===== config.mk =====
export PLATFORM = sky130hd
export DESIGN_NAME = cfg_port_ctrl
export DESIGN_NICKNAME = d
export VERILOG_FILES = /design/src/rtl/cfg_port_pkg.sv /design/src/rtl/cfg_addr_decode.sv /design/src/rtl/cfg_key_fsm.sv /design/src/rtl/cfg_global_regs.sv /design/src/rtl/cfg_port_ctrl.sv
export SDC_FILE = /design/constraint.sdc
export NUM_CORES = 1
export LEC_CHECK = 0
export BUFFER_PORTS_ARGS = -buffer_cell sky130_fd_sc_hd__buf_4
export CORE_MARGIN = 5
export CORE_UTILIZATION = 46
export DETAILED_ROUTE_END_ITERATION = 10
export PLACE_DENSITY = 0.84
export SLEW_MARGIN = 20
export SYNTH_ARGS = -nofsm -noshare
export SYNTH_HDL_FRONTEND = slang
export SYNTH_SLANG_ARGS = --single-unit

===== constraint.sdc =====
create_clock -name clk -period 5.1 [get_ports clk]
set_clock_uncertainty 0.15 [all_clocks]
set_input_delay 1.02 -clock clk [delete_from_list [all_inputs] [get_ports clk]]
set_output_delay 1.02 -clock clk [all_outputs]
set_load 0.01 [all_outputs]

===== src/rtl/cfg_port_pkg.sv =====
package cfg_port_pkg;

    typedef enum logic [1:0] {
        ST_LOCKED = 2'd0,
        ST_HALF   = 2'd1,
        ST_OPEN   = 2'd2
    } key_state_e;

    localparam logic [7:0] REG_SRST   = 8'h02;
    localparam logic [7:0] REG_LDN    = 8'h07;
    localparam logic [7:0] REG_CHIP_H = 8'h20;
    localparam logic [7:0] REG_CHIP_L = 8'h21;
    localparam logic [7:0] REG_VEND_H = 8'h23;
    localparam logic [7:0] REG_VEND_L = 8'h24;

endpackage


===== src/rtl/cfg_addr_decode.sv =====
module cfg_addr_decode #(
    parameter int                ADDR_W   = 16,
    parameter logic [ADDR_W-1:0] PRI_BASE = 16'h004E,
    parameter logic [ADDR_W-1:0] ALT_BASE = 16'h002E
) (
    input  logic              clk,
    input  logic              rst_n,
    input  logic              strap_pri_pair,
    input  logic [ADDR_W-1:0] bus_addr,
    output logic              hit_sel,
    output logic              hit_win,
    output logic              use_alt
);

    localparam logic [ADDR_W-1:0] ONE      = {{(ADDR_W-1){1'b0}}, 1'b1};
    localparam logic [ADDR_W-1:0] PRI_DATA = PRI_BASE + ONE;
    localparam logic [ADDR_W-1:0] ALT_DATA = ALT_BASE + ONE;

    logic use_alt_q;

    // strap captured only while reset is held
    always_ff @(posedge clk) begin
        if (!rst_n) begin
            use_alt_q <= ~strap_pri_pair;
        end
    end

    always_comb begin
        hit_sel = use_alt_q ? (bus_addr == ALT_BASE) : (bus_addr == PRI_BASE);
        hit_win = use_alt_q ? (bus_addr == ALT_DATA) : (bus_addr == PRI_DATA);
    end

    assign use_alt = use_alt_q;

endmodule


===== src/rtl/cfg_key_fsm.sv =====
module cfg_key_fsm
    import cfg_port_pkg::*;
#(
    parameter logic [7:0] KEY_ENTER = 8'h87,
    parameter logic [7:0] KEY_EXIT  = 8'hAA
) (
    input  logic       clk,
    input  logic       rst_n,
    input  logic       sel_wr,
    input  logic [7:0] wdata,
    output logic       open
);

    key_state_e state_q;
    key_state_e state_d;

    always_ff @(posedge clk) begin
        if (!rst_n) begin
            state_q <= ST_LOCKED;
        end else begin
            state_q <= state_d;
        end
    end

    always_comb begin
        state_d = state_q;
        unique case (state_q)
            ST_LOCKED: begin
                if (sel_wr && wdata == KEY_ENTER) state_d = ST_HALF;
            end
            ST_HALF: begin
                if (sel_wr) state_d = (wdata == KEY_ENTER) ? ST_OPEN : ST_LOCKED;
            end
            ST_OPEN: begin
                if (sel_wr && wdata == KEY_EXIT) state_d = ST_LOCKED;
            end
            default: state_d = ST_LOCKED;
        endcase
    end

    always_comb begin
        open = (state_q == ST_OPEN);
    end

endmodule


===== src/rtl/cfg_global_regs.sv =====
module cfg_global_regs
    import cfg_port_pkg::*;
#(
    parameter logic [7:0]  KEY_EXIT  = 8'hAA,
    parameter logic [7:0]  DEV_BASE  = 8'h30,
    parameter logic [15:0] CHIP_ID   = 16'h5A31,
    parameter logic [15:0] VENDOR_ID = 16'h3C17
) (
    input  logic       clk,
    input  logic       rst_n,
    input  logic       open,
    input  logic       sel_wr,
    input  logic       win_wr,
    input  logic       win_rd,
    input  logic [7:0] wdata,
    input  logic [7:0] dev_rdata,
    output logic [7:0] index,
    output logic [7:0] ldn,
    output logic       srst,
    output logic [7:0] reg_rdata,
    output logic       dev_wr,
    output logic       dev_rd
);

    logic [7:0] index_q;
    logic [7:0] ldn_q;
    logic       srst_q;
    logic       to_dev;
    logic       closing;
    logic       acc_wr;

    assign to_dev  = (index_q >= DEV_BASE);
    assign closing = open && sel_wr && (wdata == KEY_EXIT);
    assign acc_wr  = open && win_wr;

    always_ff @(posedge clk) begin
        if (!rst_n) begin
            index_q <= 8'h00;
            ldn_q   <= 8'h00;
            srst_q  <= 1'b0;
        end else begin
            srst_q <= 1'b0;
            if (closing) begin
                index_q <= 8'h00;
            end else if (open && sel_wr) begin
                index_q <= wdata;
            end
            if (acc_wr && !to_dev) begin
                if (index_q == REG_LDN) begin
                    ldn_q <= wdata;
                end else if (index_q == REG_SRST && wdata[0]) begin
                    ldn_q  <= 8'h00;
                    srst_q <= 1'b1;
                end
            end
        end
    end

    always_comb begin
        reg_rdata = 8'h00;
        if (to_dev) begin
            reg_rdata = dev_rdata;
        end else begin
            case (index_q)
                REG_SRST:   reg_rdata = {7'b0, srst_q};
                REG_LDN:    reg_rdata = ldn_q;
                REG_CHIP_H: reg_rdata = CHIP_ID[15:8];
                REG_CHIP_L: reg_rdata = CHIP_ID[7:0];
                REG_VEND_H: reg_rdata = VENDOR_ID[15:8];
                REG_VEND_L: reg_rdata = VENDOR_ID[7:0];
                default:    reg_rdata = 8'h00;
            endcase
        end
    end

    assign dev_wr = acc_wr && to_dev;
    assign dev_rd = open && win_rd && to_dev;
    assign index  = index_q;
    assign ldn    = ldn_q;
    assign srst   = srst_q;

endmodule


===== src/rtl/cfg_port_ctrl.sv =====
module cfg_port_ctrl #(
    parameter int                ADDR_W    = 16,
    parameter logic [ADDR_W-1:0] PRI_BASE  = 16'h004E,
    parameter logic [ADDR_W-1:0] ALT_BASE  = 16'h002E,
    parameter logic [7:0]        KEY_ENTER = 8'h87,
    parameter logic [7:0]        KEY_EXIT  = 8'hAA,
    parameter logic [7:0]        DEV_BASE  = 8'h30,
    parameter logic [15:0]       CHIP_ID   = 16'h5A31,
    parameter logic [15:0]       VENDOR_ID = 16'h3C17
) (
    input  logic              clk,
    input  logic              rst_n,
    input  logic              strap_pri_pair,
    input  logic [ADDR_W-1:0] bus_addr,
    input  logic              bus_wr,
    input  logic              bus_rd,
    input  logic [7:0]        bus_wdata,
    output logic [7:0]        bus_rdata,
    output logic              cfg_open,
    output logic [7:0]        ldn_o,
    output logic              soft_rst_o,
    output logic              dev_wr,
    output logic              dev_rd,
    output logic [7:0]        dev_idx,
    output logic [7:0]        dev_wdata,
    input  logic [7:0]        dev_rdata
);

    logic       hit_sel;
    logic       hit_win;
    logic       use_alt;
    logic       open;
    logic [7:0] index;
    logic [7:0] reg_rdata;

    cfg_addr_decode #(
        .ADDR_W  (ADDR_W),
        .PRI_BASE(PRI_BASE),
        .ALT_BASE(ALT_BASE)
    ) u_dec (
        .clk           (clk),
        .rst_n         (rst_n),
        .strap_pri_pair(strap_pri_pair),
        .bus_addr      (bus_addr),
        .hit_sel       (hit_sel),
        .hit_win       (hit_win),
        .use_alt       (use_alt)
    );

    cfg_key_fsm #(
        .KEY_ENTER(KEY_ENTER),
        .KEY_EXIT (KEY_EXIT)
    ) u_fsm (
        .clk   (clk),
        .rst_n (rst_n),
        .sel_wr(bus_wr && hit_sel),
        .wdata (bus_wdata),
        .open  (open)
    );

    cfg_global_regs #(
        .KEY_EXIT (KEY_EXIT),
        .DEV_BASE (DEV_BASE),
        .CHIP_ID  (CHIP_ID),
        .VENDOR_ID(VENDOR_ID)
    ) u_regs (
        .clk      (clk),
        .rst_n    (rst_n),
        .open     (open),
        .sel_wr   (bus_wr && hit_sel),
        .win_wr   (bus_wr && hit_win),
        .win_rd   (bus_rd && hit_win),
        .wdata    (bus_wdata),
        .dev_rdata(dev_rdata),
        .index    (index),
        .ldn      (ldn_o),
        .srst     (soft_rst_o),
        .reg_rdata(reg_rdata),
        .dev_wr   (dev_wr),
        .dev_rd   (dev_rd)
    );

    always_comb begin
        bus_rdata = 8'hFF;
        if (open && bus_rd) begin
            if (hit_sel)      bus_rdata = index;
            else if (hit_win) bus_rdata = reg_rdata;
        end
    end

    assign cfg_open  = open;
    assign dev_idx   = index;
    assign dev_wdata = bus_wdata;

endmodule


Yosys cells after proc, flatten, opt, wreduce, memory -nomap -nowiden
Cells that the tools add are included.
{"block": "totals", "elab_cells": 62, "output_inout_bits": 36, "in_bits": 37, "ff_bits": 20}
{"block": "classes", "n_eq_ne": 17, "n_reduce_logical": 21, "n_bitwise": 3, "mux": 15, "magnitude_cmp": 1}
{"cell": "2-to-1 mux 8 bit", "n": 6}
{"cell": "case mux 8 bit (6 select lines)", "n": 1}
{"cell": "equality test 16 x 6 -> 1 bit (second input constant)", "n": 2}
{"cell": "equality test 16 x 7 -> 1 bit (second input constant)", "n": 2}
{"cell": "equality test 8 x 6 -> 1 bit (second input constant)", "n": 4}
{"cell": "equality test 8 bit (second input constant)", "n": 2}
{"cell": "logical AND 1 bit", "n": 14}
{"cell": "equality test 8 x 2 -> 1 bit (second input constant)", "n": 1}
{"cell": "equality test 8 x 3 -> 1 bit (second input constant)", "n": 1}
{"cell": ">= comparator 8 x 6 -> 1 bit (second input constant)", "n": 1}
{"cell": "2-to-1 mux 2 bit", "n": 4}
{"cell": "!= test 2 x 1 -> 1 bit (second input constant)", "n": 3}
{"cell": "case mux 2 bit (3 select lines)", "n": 1}
{"cell": "2-to-1 mux 1 bit", "n": 3}
{"cell": "NOT 1 bit", "n": 3}
{"cell": "AND reduction 3 bit", "n": 1}
{"cell": "OR reduction 3 bit", "n": 1}
{"cell": "equality test 2 x 1 -> 1 bit (second input constant)", "n": 1}
{"cell": "equality test 2 bit (second input constant)", "n": 1}
{"cell": "logical NOT 2 bit", "n": 1}
{"cell": "AND reduction 2 bit", "n": 1}
{"cell": "nonzero test 2 bit", "n": 1}
{"cell": "OR reduction 2 bit", "n": 1}
{"cell": "logical NOT 1 bit", "n": 1}

Longest topological paths before layout
{"block": "logic_depth", "depth_word": 7, "ltp_mapped": 7}

Hierarchy
From an unflattened synthesis, not the netlist that was laid out.
{"block": "hier_totals", "hier_cells": 179, "area_unflattened_um2": 1478.9}
{"mod": "cfg_global_regs", "cells_each": 113, "n_inst": 1, "area_each_um2": 950.9}
{"mod": "cfg_port_ctrl", "cells_each": 38, "n_inst": 1, "area_each_um2": 250.2}
{"mod": "cfg_key_fsm", "cells_each": 13, "n_inst": 1, "area_each_um2": 145.1}
{"mod": "cfg_addr_decode", "cells_each": 15, "n_inst": 1, "area_each_um2": 132.6}

Worst setup path before layout
OpenSTA, ideal clock, no wires.
{"block": "synth_path", "kind": "in2out", "start": "in bus_addr[15]", "end": "out bus_rdata[1]", "required_ns": 3.930, "path_slack_ns": 1.311, "stages": 6, "arrival_time_ns": 2.619, "path_cell_list": "nand4b_1 -> or4_4 -> or3_1 -> buf_2 -> nor2_1 -> o21ai_0"}
{"block": "synth_via", "elab_chain_cells": 5, "elab_cells_between_ends": 9}
{"item": "from (decl)", "line": "cfg_port_ctrl.sv:14", "text": "input logic [ADDR_W-1:0] bus_addr,"}
{"item": "equality test 16 x 7 -> 1 bit / equality test 16 x 6 -> 1 bit (equally long branches)", "line": "cfg_addr_decode.sv:30", "text": "hit_win = use_alt_q ? (bus_addr == ALT_DATA) : (bus_addr == PRI_DATA);"}
{"item": "2-to-1 mux 1 bit", "line": "cfg_addr_decode.sv:30"}
{"item": "2-to-1 mux 8 bit", "line": "cfg_port_ctrl.sv:87", "text": "else if (hit_win) bus_rdata = reg_rdata;"}
{"item": "2-to-1 mux 8 bit *", "line": "cfg_port_ctrl.sv:86", "text": "if (hit_sel) bus_rdata = index;"}
{"item": "2-to-1 mux 8 bit *", "line": "cfg_port_ctrl.sv:85", "text": "if (open && bus_rd) begin"}
{"item": "to (decl)", "line": "cfg_port_ctrl.sv:18", "text": "output logic [7:0] bus_rdata,"}
Mark *: on every way between the ends. The rest lies on a longest branch, timed or not.

Worst setup path after layout
{"block": "layout_path", "start": "in bus_addr[15]", "end": "out bus_rdata[6]"}
The elaborated chain is that of the path after synthesis.

==> flow_summary.ini <==
[routing]
vias = 1499
via_per_inst = 6.19
drc_errors = 0
wl_um = 4250
drtPass1Iterations = 4
ant_nets = 0
initialDrtViolationCount = 124
routedWlPerCell_um = 17.5

[synthesis]
synth-xor-area-share_pct = 0.704
yosys.area_share.simple_pct = 28.2
synth-compound-area-share_pct = 25.7
synthAdderAreaFrac_pct = 0
synth_top_family_by_area = simple AND/OR/NAND/NOR gates
synth.most_common_cell = dfxtp_1
syn_nets = 191
synth_cell_types = 46
synthesis.area_um2 = 1240
yosysTopAreaCell = dfxtp_1
muxShareOfSynthArea_pct = 3.22
async_reset_ff_share_pct = 0
ys.flop_type = dfxtp_1
synth_edf_count = 1
yosys-top-cells-area = dfxtp_1, a32o_1, buf_4
ys_seq_area_share_pct = 33.0
syn_inst = 154
avgSynthCellArea_um2 = 8.08
yosys-top-cells-count = dfxtp_1, nor2_1, nand2_1, o21ai_0, a21oi_1
yosys.area.top_type_share_pct = 30.6
synth_seq_cells = 20
ys_warn_count = 0

[layout]
fillers = 230
num_antenna_cells = 0
area_delta_synth_final_pct = 40.5
final_area_um2 = 1750
multi_input_area_um2 = 718
final_util_pct = 69.3
drive_above_1_share_pct = 36.8
nNetsFinal = 250
register_area_um2 = 410

[floorplan]
fp.dieH_um = 62.0
rows = 18
core_area_um2 = 2520
die_area_um2 = 3840
die_w_um = 62.0
start_util_pct = 49.3
pin_count = 73

[placed_design]
dpl-instance-area_um2 = 1720
port_buffers = 72
place_hpwl_um = 3370
gp_congestion = 0.828

[setup_path]
worstSetupEndpoint = bus_rdata[6]
critical_path_class = in -> out
crit_chain = buf_4 -> nand4b_1 -> or4_4 -> or3_1 -> nor2_1 -> o21ai_0 -> buf_4
critical_path_arrival_ps = 3070
critical-path-max-stage-delay_ps = 520
crit_path_end_kind = primary output
crit_path_start = bus_addr[15]
required_ps = 3930
rr_startpoint = u_regs.index[6]
cpMaxStageDelayCell = or3_1
cp-start-kind = primary input
rr_worst_depth = 4
reg2reg_slack_ps = 2680
cpMostUsedCell = buf_4
cp_max_fo = 12
timing.rr.end = u_regs.ldn[3]

[pwr]
power_w = 0.000283
switching_power_w = 0.0000686
switching_share_pct = 24.3
pwr-share-seq_pct = 56.0
intPower_w = 0.000214
comb_power_share_pct = 16.2
clkPwrFrac_pct = 27.9
p_per_area_nw_per_um2 = 162
leakagePower_nw = 0.705
ir_worst_vdd_mv = 0.199

[global_routing]
grt_pass1_wl_um = 6400
grt.total_usage_pct = 22.6
grt_max_degree = 13
overflow = 0
grt_pass1_vias = 1382
antenna_found_initial = 0

[clock_network]
clkLatencyLatePin_ps = 310
cts_buffer_depth = 2
postCtsSetupBuffers = 0
postCtsHoldBufs = 0
cts.sinks = 20
h-tree-depth = 1
clock-root-buffer = clkbuf_4
cts.repair.resized = 0
cts_buffers = 3
clk_pin_slew_worst_paths_ps = 120
cts_tree = done

[timing]
hold-worst-slack_ps = 295
grt_setup_unrepaired = no
relSlewSlack_pct = 38.5
worst_pin_slew_ps = 915
max_freq_ghz = 0.236
min_period_over_period_pct = 83.1
setup_viol = 0
hold_violations = 0
timing.final.max_slew_violations = 0
fin_crit_ps = 4240
tns_ps = 0

[run]
timing.max_cap.violations = 0

[min_path]
hp-class = reg -> reg

[outcome]
outcome = completed
-- critical path: cells and delay by family --
family,cells,cell delay (ps)
AOI/OAI and AO/OA,1,200
buffers and inverters,2,300
and+or+nand+nor,4,1550
-- layout by cell type (no fill, tap or decap), drive strengths merged, types with 2 or more instances in the layout --
cell type / n
nor4b: 2
a21oi: 9
buf: 72
inv: 3
nand4: 3
clkbuf: 4
o21ai: 11
dfxtp: 19
nand3b: 3
a22oi: 2
nor4: 6
mux2i: 4
a221oi: 3
or4: 2
a211oi: 2
a32o: 8
and3: 2
nor3: 3
nor2: 16
nand2: 11
nand3: 6
-- sequential cells by signal (all words and copies together), names as in the netlist --
name,count
u_fsm.state_q,2
u_dec.use_alt,1
u_regs.srst,1
u_regs.index,8
u_regs.ldn,8
-- layer usage --
metal,GRT usage [%],vias up,part of all wire [%]
li1,-,703,-
met1,29.8,709,39
met2,36.8,76,51
met3,3.31,11,8.3
met4,8.79,0,2.1
met5,0,-,0
-- cells by family after synthesis --
family,Yosys count
buf+inv,22
mux,4
xor+xnor,1
simple gates,62
compound gates,45
flops,20
-- area by class of cell --
type / instances / area share [%]
clock buffers: 4 / 1.50
multi-input cells: 112 / 41.1
flip-flops and latches: 20 / 23.5
well taps: 30 / 2.15
inverters: 4 / 0.859
repair buffers: 72 / 30.9
-- power groups by stage --
stage                     Clock (W)  Sequential (W)  Combinational (W)
after floorplan                   0        0.000162          0.0000175
after global placement            0        0.000162          0.0000443
after detailed placement          0        0.000162          0.0000453
after CTS                 0.0000803        0.000158          0.0000455
after global routing      0.0000890        0.000159          0.0000494
final                     0.0000789        0.000158          0.0000457
-- stage by stage --
stage	cells	setup slack [ps]
2_1_floorplan	154	1310
3_3_place_gp	238	989
3_5_place_dp	238	928
4_1_cts	242	931
5_1_grt	242	802
6_report	242	862
-- worst min-delay path by stage --
stage / startpoint / endpoint / slack, ps / cells past startpoint
final: u_fsm.state_q[1] / u_fsm.state_q[0] / 300 / 1
after global routing: u_fsm.state_q[1] / u_fsm.state_q[0] / 310 / 1
after CTS: u_fsm.state_q[1] / u_fsm.state_q[0] / 300 / 1
after detailed placement: u_fsm.state_q[1] / u_fsm.state_q[0] / 280 / 1
after global placement: u_fsm.state_q[1] / u_fsm.state_q[0] / 260 / 1
after floorplan: u_fsm.state_q[1] / u_fsm.state_q[0] / 260 / 1
Power figures use the tool's default switching activity.
